`config.mk`:
```
export PLATFORM = sky130hd
export DESIGN_NAME = bus_demux_latch
export DESIGN_NICKNAME = d
export VERILOG_FILES = /design/src/rtl/bus_demux_pkg.sv /design/src/rtl/addr_capture.sv /design/src/rtl/addr_driver.sv /design/src/rtl/data_lane.sv /design/src/rtl/bus_demux_latch.sv
export SDC_FILE = /design/constraint.sdc
export NUM_CORES = 1
export LEC_CHECK = 0
export BUFFER_PORTS_ARGS = -buffer_cell sky130_fd_sc_hd__clkbuf_2
export CAP_MARGIN = 20
export CORE_UTILIZATION = 38
export DETAILED_ROUTE_END_ITERATION = 16
export MAX_ROUTING_LAYER = met4
export PLACE_DENSITY = 0.79
export SYNTH_ARGS = -nofsm -noshare
export SYNTH_HDL_FRONTEND = slang
export SYNTH_SLANG_ARGS = --single-unit
```
`constraint.sdc`:
```
create_clock -name clk -period 1.15 [get_ports clk]
set_clock_uncertainty 0.15 [all_clocks]
set_input_delay 0.23 -clock clk [delete_from_list [all_inputs] [get_ports clk]]
set_output_delay 0.23 -clock clk [all_outputs]
set_load 0.05 [all_outputs]
```
`src/rtl/bus_demux_pkg.sv`:
```
// Package: shared constants and the direction encoding for the bus
// demultiplexer. Assumes a byte-organised data path.
package bus_demux_pkg;

    localparam int unsigned BYTE_W = 8;

    // Direction of the data buffer; the value is the level of dir_tx.
    typedef enum logic {
        FLOW_TO_PROC = 1'b0,
        FLOW_TO_SYS  = 1'b1
    } flow_dir_e;

endpackage

```
`src/rtl/addr_capture.sv`:
```
// Module: addr_capture
// Holds the address and high-byte enable sampled from the shared lines.
// Assumes the strobe is synchronous to clk; loads on every edge it is high.
module addr_capture #(
    parameter int unsigned LO_W = 16,
    parameter int unsigned HI_W = 4,
    localparam int unsigned ADDR_W = LO_W + HI_W
) (
    input  logic              clk,
    input  logic              rst_n,
    input  logic              strobe,
    input  logic [LO_W-1:0]   lo_i,
    input  logic [HI_W-1:0]   hi_i,
    input  logic              bhe_n_i,
    output logic [ADDR_W-1:0] addr_q,
    output logic              bhe_n_q
);

    // Capture register: reset clears it, strobe loads it, otherwise it holds.
    always_ff @(posedge clk) begin
        if (!rst_n) begin
            addr_q  <= '0;
            bhe_n_q <= 1'b1;
        end else if (strobe) begin
            addr_q  <= {hi_i, lo_i};
            bhe_n_q <= bhe_n_i;
        end
    end

endmodule

```
`src/rtl/addr_driver.sv`:
```
// Module: addr_driver
// Gates the held address onto the output pins with an explicit drive flag.
// Assumes a pad ring that turns drive_o into a real tri-state.
module addr_driver #(
    parameter int unsigned ADDR_W = 20
) (
    input  logic              oe,
    input  logic [ADDR_W-1:0] addr_q,
    input  logic              bhe_n_q,
    output logic [ADDR_W-1:0] addr_o,
    output logic              bhe_n_o,
    output logic              drive_o
);

    // Output gate: floating outputs read as zero.
    always_comb begin
        drive_o = oe;
        addr_o  = oe ? addr_q : '0;
        bhe_n_o = oe ? bhe_n_q : 1'b0;
    end

endmodule

```
`src/rtl/data_lane.sv`:
```
// Module: data_lane
// One byte lane of the bidirectional data buffer. Purely combinational;
// assumes the direction and enable have been decoded by the caller.
module data_lane #(
    parameter int unsigned W = 8
) (
    input  logic         to_sys,
    input  logic         to_proc,
    input  logic [W-1:0] proc_i,
    input  logic [W-1:0] sys_i,
    output logic [W-1:0] sys_o,
    output logic [W-1:0] proc_o
);

    // Lane steering: each side sees data only when its path is open.
    always_comb begin
        sys_o  = to_sys  ? proc_i : '0;
        proc_o = to_proc ? sys_i  : '0;
    end

endmodule

```
`src/rtl/bus_demux_latch.sv`:
```
// Module: bus_demux_latch (top)
// Splits a multiplexed address/data/status bus into a held 20-bit address
// and a direction-steered, isolatable data buffer. Assumes all control
// inputs are synchronous to clk and reset is synchronous active-low.
module bus_demux_latch #(
    parameter int unsigned AD_W = 16,
    parameter int unsigned HI_W = 4,
    localparam int unsigned ADDR_W = AD_W + HI_W,
    localparam int unsigned LANES  = AD_W / bus_demux_pkg::BYTE_W
) (
    input  logic              clk,
    input  logic              rst_n,
    input  logic              ale,
    input  logic [AD_W-1:0]   ad_i,
    input  logic [HI_W-1:0]   ast_i,
    input  logic              bhe_n_i,
    input  logic              addr_oe,
    output logic [ADDR_W-1:0] addr_o,
    output logic              bhe_n_o,
    output logic              addr_drive_o,
    input  logic              dir_tx,
    input  logic              data_en,
    input  logic [AD_W-1:0]   sys_d_i,
    output logic [AD_W-1:0]   sys_d_o,
    output logic              sys_drive_o,
    output logic [AD_W-1:0]   proc_d_o,
    output logic              proc_drive_o
);
    import bus_demux_pkg::*;

    logic [ADDR_W-1:0] held_addr;
    logic              held_bhe_n;
    flow_dir_e         flow;
    logic              open_sys;
    logic              open_proc;

    addr_capture #(.LO_W(AD_W), .HI_W(HI_W)) u_capture (
        .clk     (clk),
        .rst_n   (rst_n),
        .strobe  (ale),
        .lo_i    (ad_i),
        .hi_i    (ast_i),
        .bhe_n_i (bhe_n_i),
        .addr_q  (held_addr),
        .bhe_n_q (held_bhe_n)
    );

    addr_driver #(.ADDR_W(ADDR_W)) u_driver (
        .oe      (addr_oe),
        .addr_q  (held_addr),
        .bhe_n_q (held_bhe_n),
        .addr_o  (addr_o),
        .bhe_n_o (bhe_n_o),
        .drive_o (addr_drive_o)
    );

    // Path decode: one side at most is opened, and only while enabled.
    always_comb begin
        flow      = flow_dir_e'(dir_tx);
        open_sys  = data_en && (flow == FLOW_TO_SYS);
        open_proc = data_en && (flow == FLOW_TO_PROC);
    end

    assign sys_drive_o  = open_sys;
    assign proc_drive_o = open_proc;

    for (genvar g = 0; g < LANES; g++) begin : g_lane
        data_lane #(.W(BYTE_W)) u_lane (
            .to_sys  (open_sys),
            .to_proc (open_proc),
            .proc_i  (ad_i[g*BYTE_W +: BYTE_W]),
            .sys_i   (sys_d_i[g*BYTE_W +: BYTE_W]),
            .sys_o   (sys_d_o[g*BYTE_W +: BYTE_W]),
            .proc_o  (proc_d_o[g*BYTE_W +: BYTE_W])
        );
    end

endmodule

```
==> results of run 1 <==
[kinds of logic after synthesis]
kind of cell	count (synthesis)	synth area share, %
buf+inv	11	5.93
mux	21	17.8
flops	21	35.6
simple gates	76	40.7
[stage by stage]
step           instances  setup TNS, ns  hold slack [ns]  cell area, sq um  setup WS, ns
3_5_place_dp         251         -12.97            0.314              1840        -0.269
2_1_floorplan        129         -0.609            0.208              1250       -0.0637
3_3_place_gp         251         -12.15            0.299              1840        -0.243
4_1_cts              258          -7.75           0.0332              2760        -0.182
[repair_timing]
item                                    4_1_cts
endpoints found under the setup margin       56
cloned                                        1
hold buffers                                  1
hold endpoints to repair                      1
pin swaps                                     0
setup buffers                                 2
resized for setup                           184
==> reports/qor.csv, run 1 <==
stage,metric,value,unit
outcome,status,did not finish,
outcome,Failed at,5_1_grt,
outcome,stop err,"[ERROR DPL-0038] Utilization greater than 100%, impossible to legalize",
logic_synthesis,Post-synth EDFFs,0,
place,routability cong.,0.671,
clock_tree,# H-tree levels,1,
logic_synthesis,Yosys top cell area share,35.6,%
sta,classification of the worst endpoint,top-level output,
grt,largest net degree at the start of global routing,23,
place,hpwl dp,2.30,mm
sta,worst_ep grt,addr_o[16],
logic_synthesis,warnings from Yosys,0,
logic_synthesis,most common cell in the synthesized netlist,and2_1,
clock_tree,Max clock buf depth,2,
logic_synthesis,synth top area cells,"dfxtp_1, and2_1, mux2i_1",
logic_synthesis,Synth Flop Type,dfxtp_1,
clock_tree,root buffer cell,clkbuf_4,
logic_synthesis,syn_nets,172,
clock_tree,TritonCTS Sinks,21,
floorplan,Top Ports,99,
logic_synthesis,Post-synth ARST share,0,%
logic_synthesis,Synth Register Bits,21,
place,Port Buf Inserts,98,
floorplan,die width,57.8,um
floorplan,Cell Rows,19,
logic_synthesis,Syn Area/Cell,9.16,sq um
floorplan,Starting Density,41.4,%
logic_synthesis,sequential area share after synthesis,35.6,%
logic_synthesis,Yosys cell types,11,
logic_synthesis,Synth area leader,dfxtp_1,
clock_tree,TritonCTS buffer count,3,
logic_synthesis,Syn Std Cell Area,0.00118,sq mm
floorplan,Die Y,57.8,um
logic_synthesis,Synth top cells by count,"and2_1, dfxtp_1, mux2i_1, nor2b_1, and3_1",
logic_synthesis,cell count after synthesis,129,
==> inputs of run 2 (changes only) <==
Settings changed: CORE_AREA set to 2 2 63 65, CORE_UTILIZATION 38 to not set, DIE_AREA set to 0 0 65 67, MAX_ROUTING_LAYER met4 to not set, PLACE_DENSITY 0.79 to not set, PLACE_DENSITY_LB_ADDON set to 0.15.
==> reports/qor.csv, run 2 <==
stage,metric,value,unit
worst_setup_path,Crit Path Class,in -> out,
cells_and_area,most frequent cells in the layout,"clkbuf_2, and2_4, clkbuf_16, mux2i_1, dfxtp_2",
cells_and_area,Largest regs,"u_capture.addr_q: 20 flops, u_capture.bhe_n_q: 1 flops",
logic_synthesis,Synth Flop Type,dfxtp_1,
grt,GRT Util Overall,21.2,%
logic_synthesis,Yosys cell types,11,
job,max_cap viols,0,
grt,met1 usage,21.8,%
logic_synthesis,Synth area leader,dfxtp_1,
sta,Final Hold Violating Endpoints,0,
worst_setup_path,crit-path max FO,17,
cells_and_area,area of the multi-input gates,787,sq um
sta,endpoints failing setup,55,
detailed_routing,vias per cell,4.59,
detailed_routing,drt first pass iters,3,
worst_setup_path,WP depth,5,
logic_synthesis,most common cell in the synthesized netlist,and2_1,
sta,Final min period,1.31,ns
clock_tree,clk slew on worst S/H paths,0.07,ns
grt,GRT Residual Overflow,0,
clock_tree,later-pin clock latency in the skew report,0.25,ns
power,worst ir drop on vdd,0.451,mV
clock_tree,# H-tree levels,1,
worst_setup_path,crit path from,data_en,
detailed_routing,Routed Antenna Nets,0,
outcome,violated checks,setup timing,
min_path,HP Class,in -> reg,
logic_synthesis,Yosys top cell area share,35.6,%
floorplan,Die Y,67,um
logic_synthesis,syn_nets,172,
sta,fin crit share,114,%
grt,M2 GR Usage,43.3,%
worst_setup_path,Worst EP arrival,0.93,ns
worst_setup_path,worst r2r src,u_capture.addr_q[1],
cells_and_area,# fillers,228,
cells_and_area,Antenna diodes,0,
worst_setup_path,crit path capture,proc_d_o[10],
grt,grt met3 use,3.55,%
sta,Final Hold Slack,0.0779,ns
cells_and_area,Syn-to-layout area delta,136,%
cells_and_area,FF/Latch Area,447,sq um
logic_synthesis,Post-synth ARST share,0,%
cells_and_area,"commonest non-fill, non-tap cell in the layout",clkbuf_2,
floorplan,core area,0.00361,sq mm
place,dpl cells,271,
detailed_routing,Initial DRC Count,26,
sta,worst setup margin,-0.164,ns
clock_tree,TritonCTS buffer count,3,
detailed_routing,drt drc,0,
cells_and_area,Largest Register,u_capture.addr_q,
worst_setup_path,CP max-delay cell,and2_2,
worst_setup_path,startpoint types,primary input,
worst_setup_path,crit path cell chain,buf_6 > nor2b_4 > buf_12 > and2_2 > buf_8,
grt,largest net degree at the start of global routing,23,
logic_synthesis,Synth Register Bits,21,
grt,gr busiest metal,met2,
detailed_routing,routed wire length,4.72,mm
worst_setup_path,R2R Setup Slk,0.24,ns
worst_setup_path,"CP delay by family, top",buffers and inverters,
clock_tree,cts hold-fix bufs,0,
worst_setup_path,CP required,0.77,ns
clock_tree,root buffer cell,clkbuf_8,
logic_synthesis,Synth top cells by count,"and2_1, dfxtp_1, mux2i_1, nor2b_1, and3_1",
detailed_routing,DR WL/cell,17.0,um
logic_synthesis,warnings from Yosys,0,
sta,RSZ-0062 raised after global routing,true,
floorplan,Cell Rows,22,
cells_and_area,final cell count without fillers,278,
cells_and_area,max FFs per register,20,
logic_synthesis,sequential area share after synthesis,35.6,%
power,Leak,0.00136,uW
place,routability cong.,0.643,
worst_setup_path,worst path bufs/invs,3,
sta,Slew Limit Fails,0,
grt,first-pass GRT wire length,6.92,mm
cells_and_area,share of cells above drive strength 1,78.3,%
grt,initial antenna violation count,0,
outcome,status,"finished, violations left",
clock_tree,Max clock buf depth,2,
sta,Slew @ Worst Pin,0.334,ns
logic_synthesis,Post-synth EDFFs,0,
grt,vias in the first global route,1388,
worst_setup_path,critical path capture point type,primary output,
floorplan,Starting Density,32.8,%
cells_and_area,layout net count,274,
floorplan,die width,65,um
logic_synthesis,cell count after synthesis,129,
power,Power Dens Cells,807,mW/mm^2
floorplan,total die area,0.00436,sq mm
worst_setup_path,worst r2r dst,u_capture.addr_q[1],
logic_synthesis,Syn Area/Cell,9.16,sq um
clock_tree,TritonCTS Sinks,21,
sta,Max Fclk,761,MHz
detailed_routing,vias,1277,
logic_synthesis,Syn Std Cell Area,0.00118,sq mm
floorplan,Top Ports,99,
clock_tree,CTS tree,built,
worst_setup_path,Crit path largest cell delay,0.20,ns
place,Port Buf Inserts,98,
sta,Relative slew margins,77.7,%
place,hpwl dp,2.40,mm
logic_synthesis,synth top area cells,"dfxtp_1, and2_1, mux2i_1",
worst_setup_path,worst reg2reg path depth,3,
[run 2: cell counts after synthesis]
Identical to the previous run, type by type.
[run 2: layout make-up]
type / count / area share, %
sequential: 21 / 16.0
clock buffer: 4 / 1.62
tap: 48 / 2.15
multi-input combinational: 97 / 28.2
timing repair buffer: 108 / 52.0
[run 2: how the worst min path moves through the flow]
stage | from | endpoint | slack [ns] | cells after the start
after floorplan | bhe_n_i | u_capture.bhe_n_q | 0.21 | 2
after global placement | u_capture.bhe_n_q | u_capture.bhe_n_q | 0.30 | 2
after detailed placement | u_capture.bhe_n_q | u_capture.bhe_n_q | 0.31 | 2
after CTS | bhe_n_i | u_capture.bhe_n_q | 0.06 | 3
after global routing | bhe_n_i | u_capture.bhe_n_q | 0.06 | 3
final | bhe_n_i | u_capture.bhe_n_q | 0.08 | 3
[run 2: where the power goes]
| part | total [uW] | switching, uW | internal (uW) |
|---|---|---|---|
| Combinational | 975 | 494 | 480 |
| Clock | 473 | 227 | 246 |
| Sequential | 803 | 23.8 | 779 |
[run 2: layer usage]
layer  vias up  part of all wire [%]
li1        618                     -
met1       594                    38
met2        61                    54
met3         4                   6.5
met4         0                  0.81
met5         -                     0
[run 2: kinds of logic (layout without fill, tap and decap cells)]
kind of cell | count (synthesis) | in the layout | synth area share (%)
AND/OR/NAND/NOR | 76 | 76 | 40.7
multiplexers | 21 | 21 | 17.8
flip-flops | 21 | 21 | 35.6
buffers and inverters | 11 | 112 | 5.93
[run 2: worst reg2reg max path: cells and delay by family (launching register included)]
family                 cells  cell delay, ns
buffers and inverters      1            0.12
multiplexers               1            0.15
AND/OR/NAND/NOR            1            0.07
flip-flops                 1            0.32
[run 2: timing repair]
item	4_1_cts	5_1_grt
gates resized for setup	179	10
endpoints found under the setup margin	56	56
setup buffers	2	2
endpoints found under the hold margin	0	0
[run 2: stage by stage]
step | area [sq um] | power, uW | util, % | setup TNS [ns] | setup WS [ns]
floorplan | 1250 | 1290 | - | -0.609 | -0.0637
global placement | 1850 | 1500 | 51.3 | -10.20 | -0.238
detailed placement | 1850 | 1500 | 51.3 | -10.42 | -0.250
CTS | 2760 | 2230 | 76.4 | -6.64 | -0.170
global route | 2790 | 2340 | 77.3 | -7.93 | -0.178
finish | 2790 | 2250 | 77.3 | -6.65 | -0.164
Note: power is estimated with default switching activity, not from simulation.
==> inputs of run 3 (changes only) <==
Settings changed: CORE_AREA 2 2 63 65 to not set, CORE_UTILIZATION set to 30, DIE_AREA 0 0 65 67 to not set, SETUP_SLACK_MARGIN set to 0.3.
==> reports/qor.csv, run 3 (synthesized netlist as in run 2, its figures left out) <==
stage,metric,value,unit
sta,Slew @ Worst Pin,0.317,ns
floorplan,Starting Density,31.8,%
clock_tree,later-pin clock latency in the skew report,0.25,ns
grt,largest net degree at the start of global routing,22,
power,Switch Pwr,796,uW
power,Internal,1620,uW
cells_and_area,layout net count,282,
clock_tree,TritonCTS Sinks,21,
cells_and_area,Largest regs,"u_capture.addr_q: 20 flops, u_capture.bhe_n_q: 1 flops",
sta,Max Fclk,747,MHz
power,switch share,32.9,%
worst_setup_path,worst reg2reg path depth,3,
place,routability cong.,0.672,
detailed_routing,vias per cell,4.70,
outcome,status,"finished, violations left",
worst_setup_path,Crit Path Class,in -> out,
place,Port Buf Inserts,98,
sta,endpoints failing setup,55,
sta,Final Hold Violating Endpoints,0,
power,Comb pwr share,47.3,%
detailed_routing,routed wire length,5.50,mm
cells_and_area,share of cells above drive strength 1,82.4,%
cells_and_area,max FFs per register,20,
sta,Slew Limit Fails,0,
min_path,HP Class,in -> reg,
worst_setup_path,startpoint types,primary input,
power,clock share of power,19.6,%
worst_setup_path,R2R Setup Slk,0.26,ns
worst_setup_path,worst r2r dst,u_capture.addr_q[10],
worst_setup_path,worst r2r src,u_capture.addr_q[10],
cells_and_area,most frequent cells in the layout,"clkbuf_16, and2_4, clkbuf_2, mux2i_1, dfxtp_2",
detailed_routing,Initial DRC Count,25,
outcome,violated checks,setup timing,
worst_setup_path,Worst EP arrival,0.96,ns
worst_setup_path,CP required,0.77,ns
grt,vias in the first global route,1329,
sta,RSZ-0062 raised after global routing,true,
job,max_cap viols,0,
floorplan,core area,0.00372,sq mm
grt,first-pass GRT wire length,6.93,mm
clock_tree,root buffer cell,clkbuf_8,
detailed_routing,drt first pass iters,3,
power,Power Dens Cells,761,mW/mm^2
cells_and_area,Antenna diodes,0,
power,worst ir drop on vdd,0.882,mV
floorplan,Cell Rows,22,
clock_tree,TritonCTS buffer count,3,
sta,worst setup margin,-0.188,ns
clock_tree,CTS tree,built,
power,Seq pwr share,33.2,%
clock_tree,# H-tree levels,1,
cells_and_area,fin area,0.00318,sq mm
detailed_routing,vias,1344,
min_path,Hold Crit Start,ast_i[0],
floorplan,Top Ports,99,
place,hpwl dp,2.37,mm
clock_tree,Max clock buf depth,2,
sta,fin crit share,116,%
clock_tree,clk slew on worst S/H paths,0.08,ns
floorplan,total die area,0.00419,sq mm
worst_setup_path,crit-path max FO,17,
power,Leak,0.00149,uW
sta,Relative slew margins,78.9,%
sta,Final min period,1.34,ns
cells_and_area,"commonest non-fill, non-tap cell in the layout",clkbuf_16,
grt,GRT Util Overall,22.0,%
grt,GRT Residual Overflow,0,
cells_and_area,Largest Register,u_capture.addr_q,
min_path,Hold EP,u_capture.addr_q[16],
place,Placement Setup Slack,-0.337,ns
detailed_routing,DR WL/cell,19.2,um
place,placed cell area,0.00203,sq mm
floorplan,die width,64.7,um
detailed_routing,drt drc,0,
grt,initial antenna violation count,0,
cells_and_area,Syn-to-layout area delta,169,%
detailed_routing,Routed Antenna Nets,0,
worst_setup_path,critical path capture point type,primary output,
floorplan,Die Y,64.7,um
min_path,hold path cells,3,
run 3: worst max-delay path by stage:
stage	slack, ns	endpoint	start	cells past startpoint
after floorplan	-0.05	proc_d_o[0]	data_en	3
after global placement	-0.32	proc_d_o[3]	data_en	4
after detailed placement	-0.34	proc_d_o[4]	data_en	4
after CTS	-0.18	sys_d_o[0]	dir_tx	4
after global routing	-0.21	proc_d_o[13]	data_en	5
final	-0.19	proc_d_o[10]	dir_tx	5
run 3: critical path: stages:
cell and delay, ns:
buf_12 0.12, nor2b_4 0.13, buf_12 0.15, and2_4 0.16, clkbuf_16 0.16
run 3: layout make-up:
type	count	area (sq um)
clock buffer	3	41.3
tap	48	60.1
multi-input combinational	97	866
fill	187	537
sequential	21	447
timing repair buffer	116	1760
clock inverter	1	5.00
run 3: repair_timing:
item                       CTS  global route
hold buffers                 0             0
pin swaps                   20             9
buffers inserted             1             2
setup endpoints to repair   56            60
gates cloned                 0             6
resized for setup          154            48
run 3: routing by layer:
metal	routed length, um	global-route usage [%]
met1	2040	23.5
met2	3110	44.1
met3	209	4.75
met4	149	2.50
met5	0	0
run 3: power by group through the flow:
stage                     registers [uW]  clock network, uW  logic (uW)
final                                802                474        1140
after global routing                 808                532        1180
after CTS                            799                486         996
after detailed placement             808                  0         757
after global placement               808                  0         753
after floorplan                      804                  0         568
run 3: through the flow:
step	cells	TNS (ns)	total power (uW)	hold slack (ns)	util [%]
after detailed placement	273	-12.31	1570	0.302	54.5
after global placement	273	-12.00	1560	0.302	54.5
after floorplan	129	-0.442	1370	0.208	-
after CTS	278	-7.26	2280	0.0391	78.1
final	286	-6.17	2420	0.0855	85.6
after global routing	286	-7.46	2520	0.0899	85.6
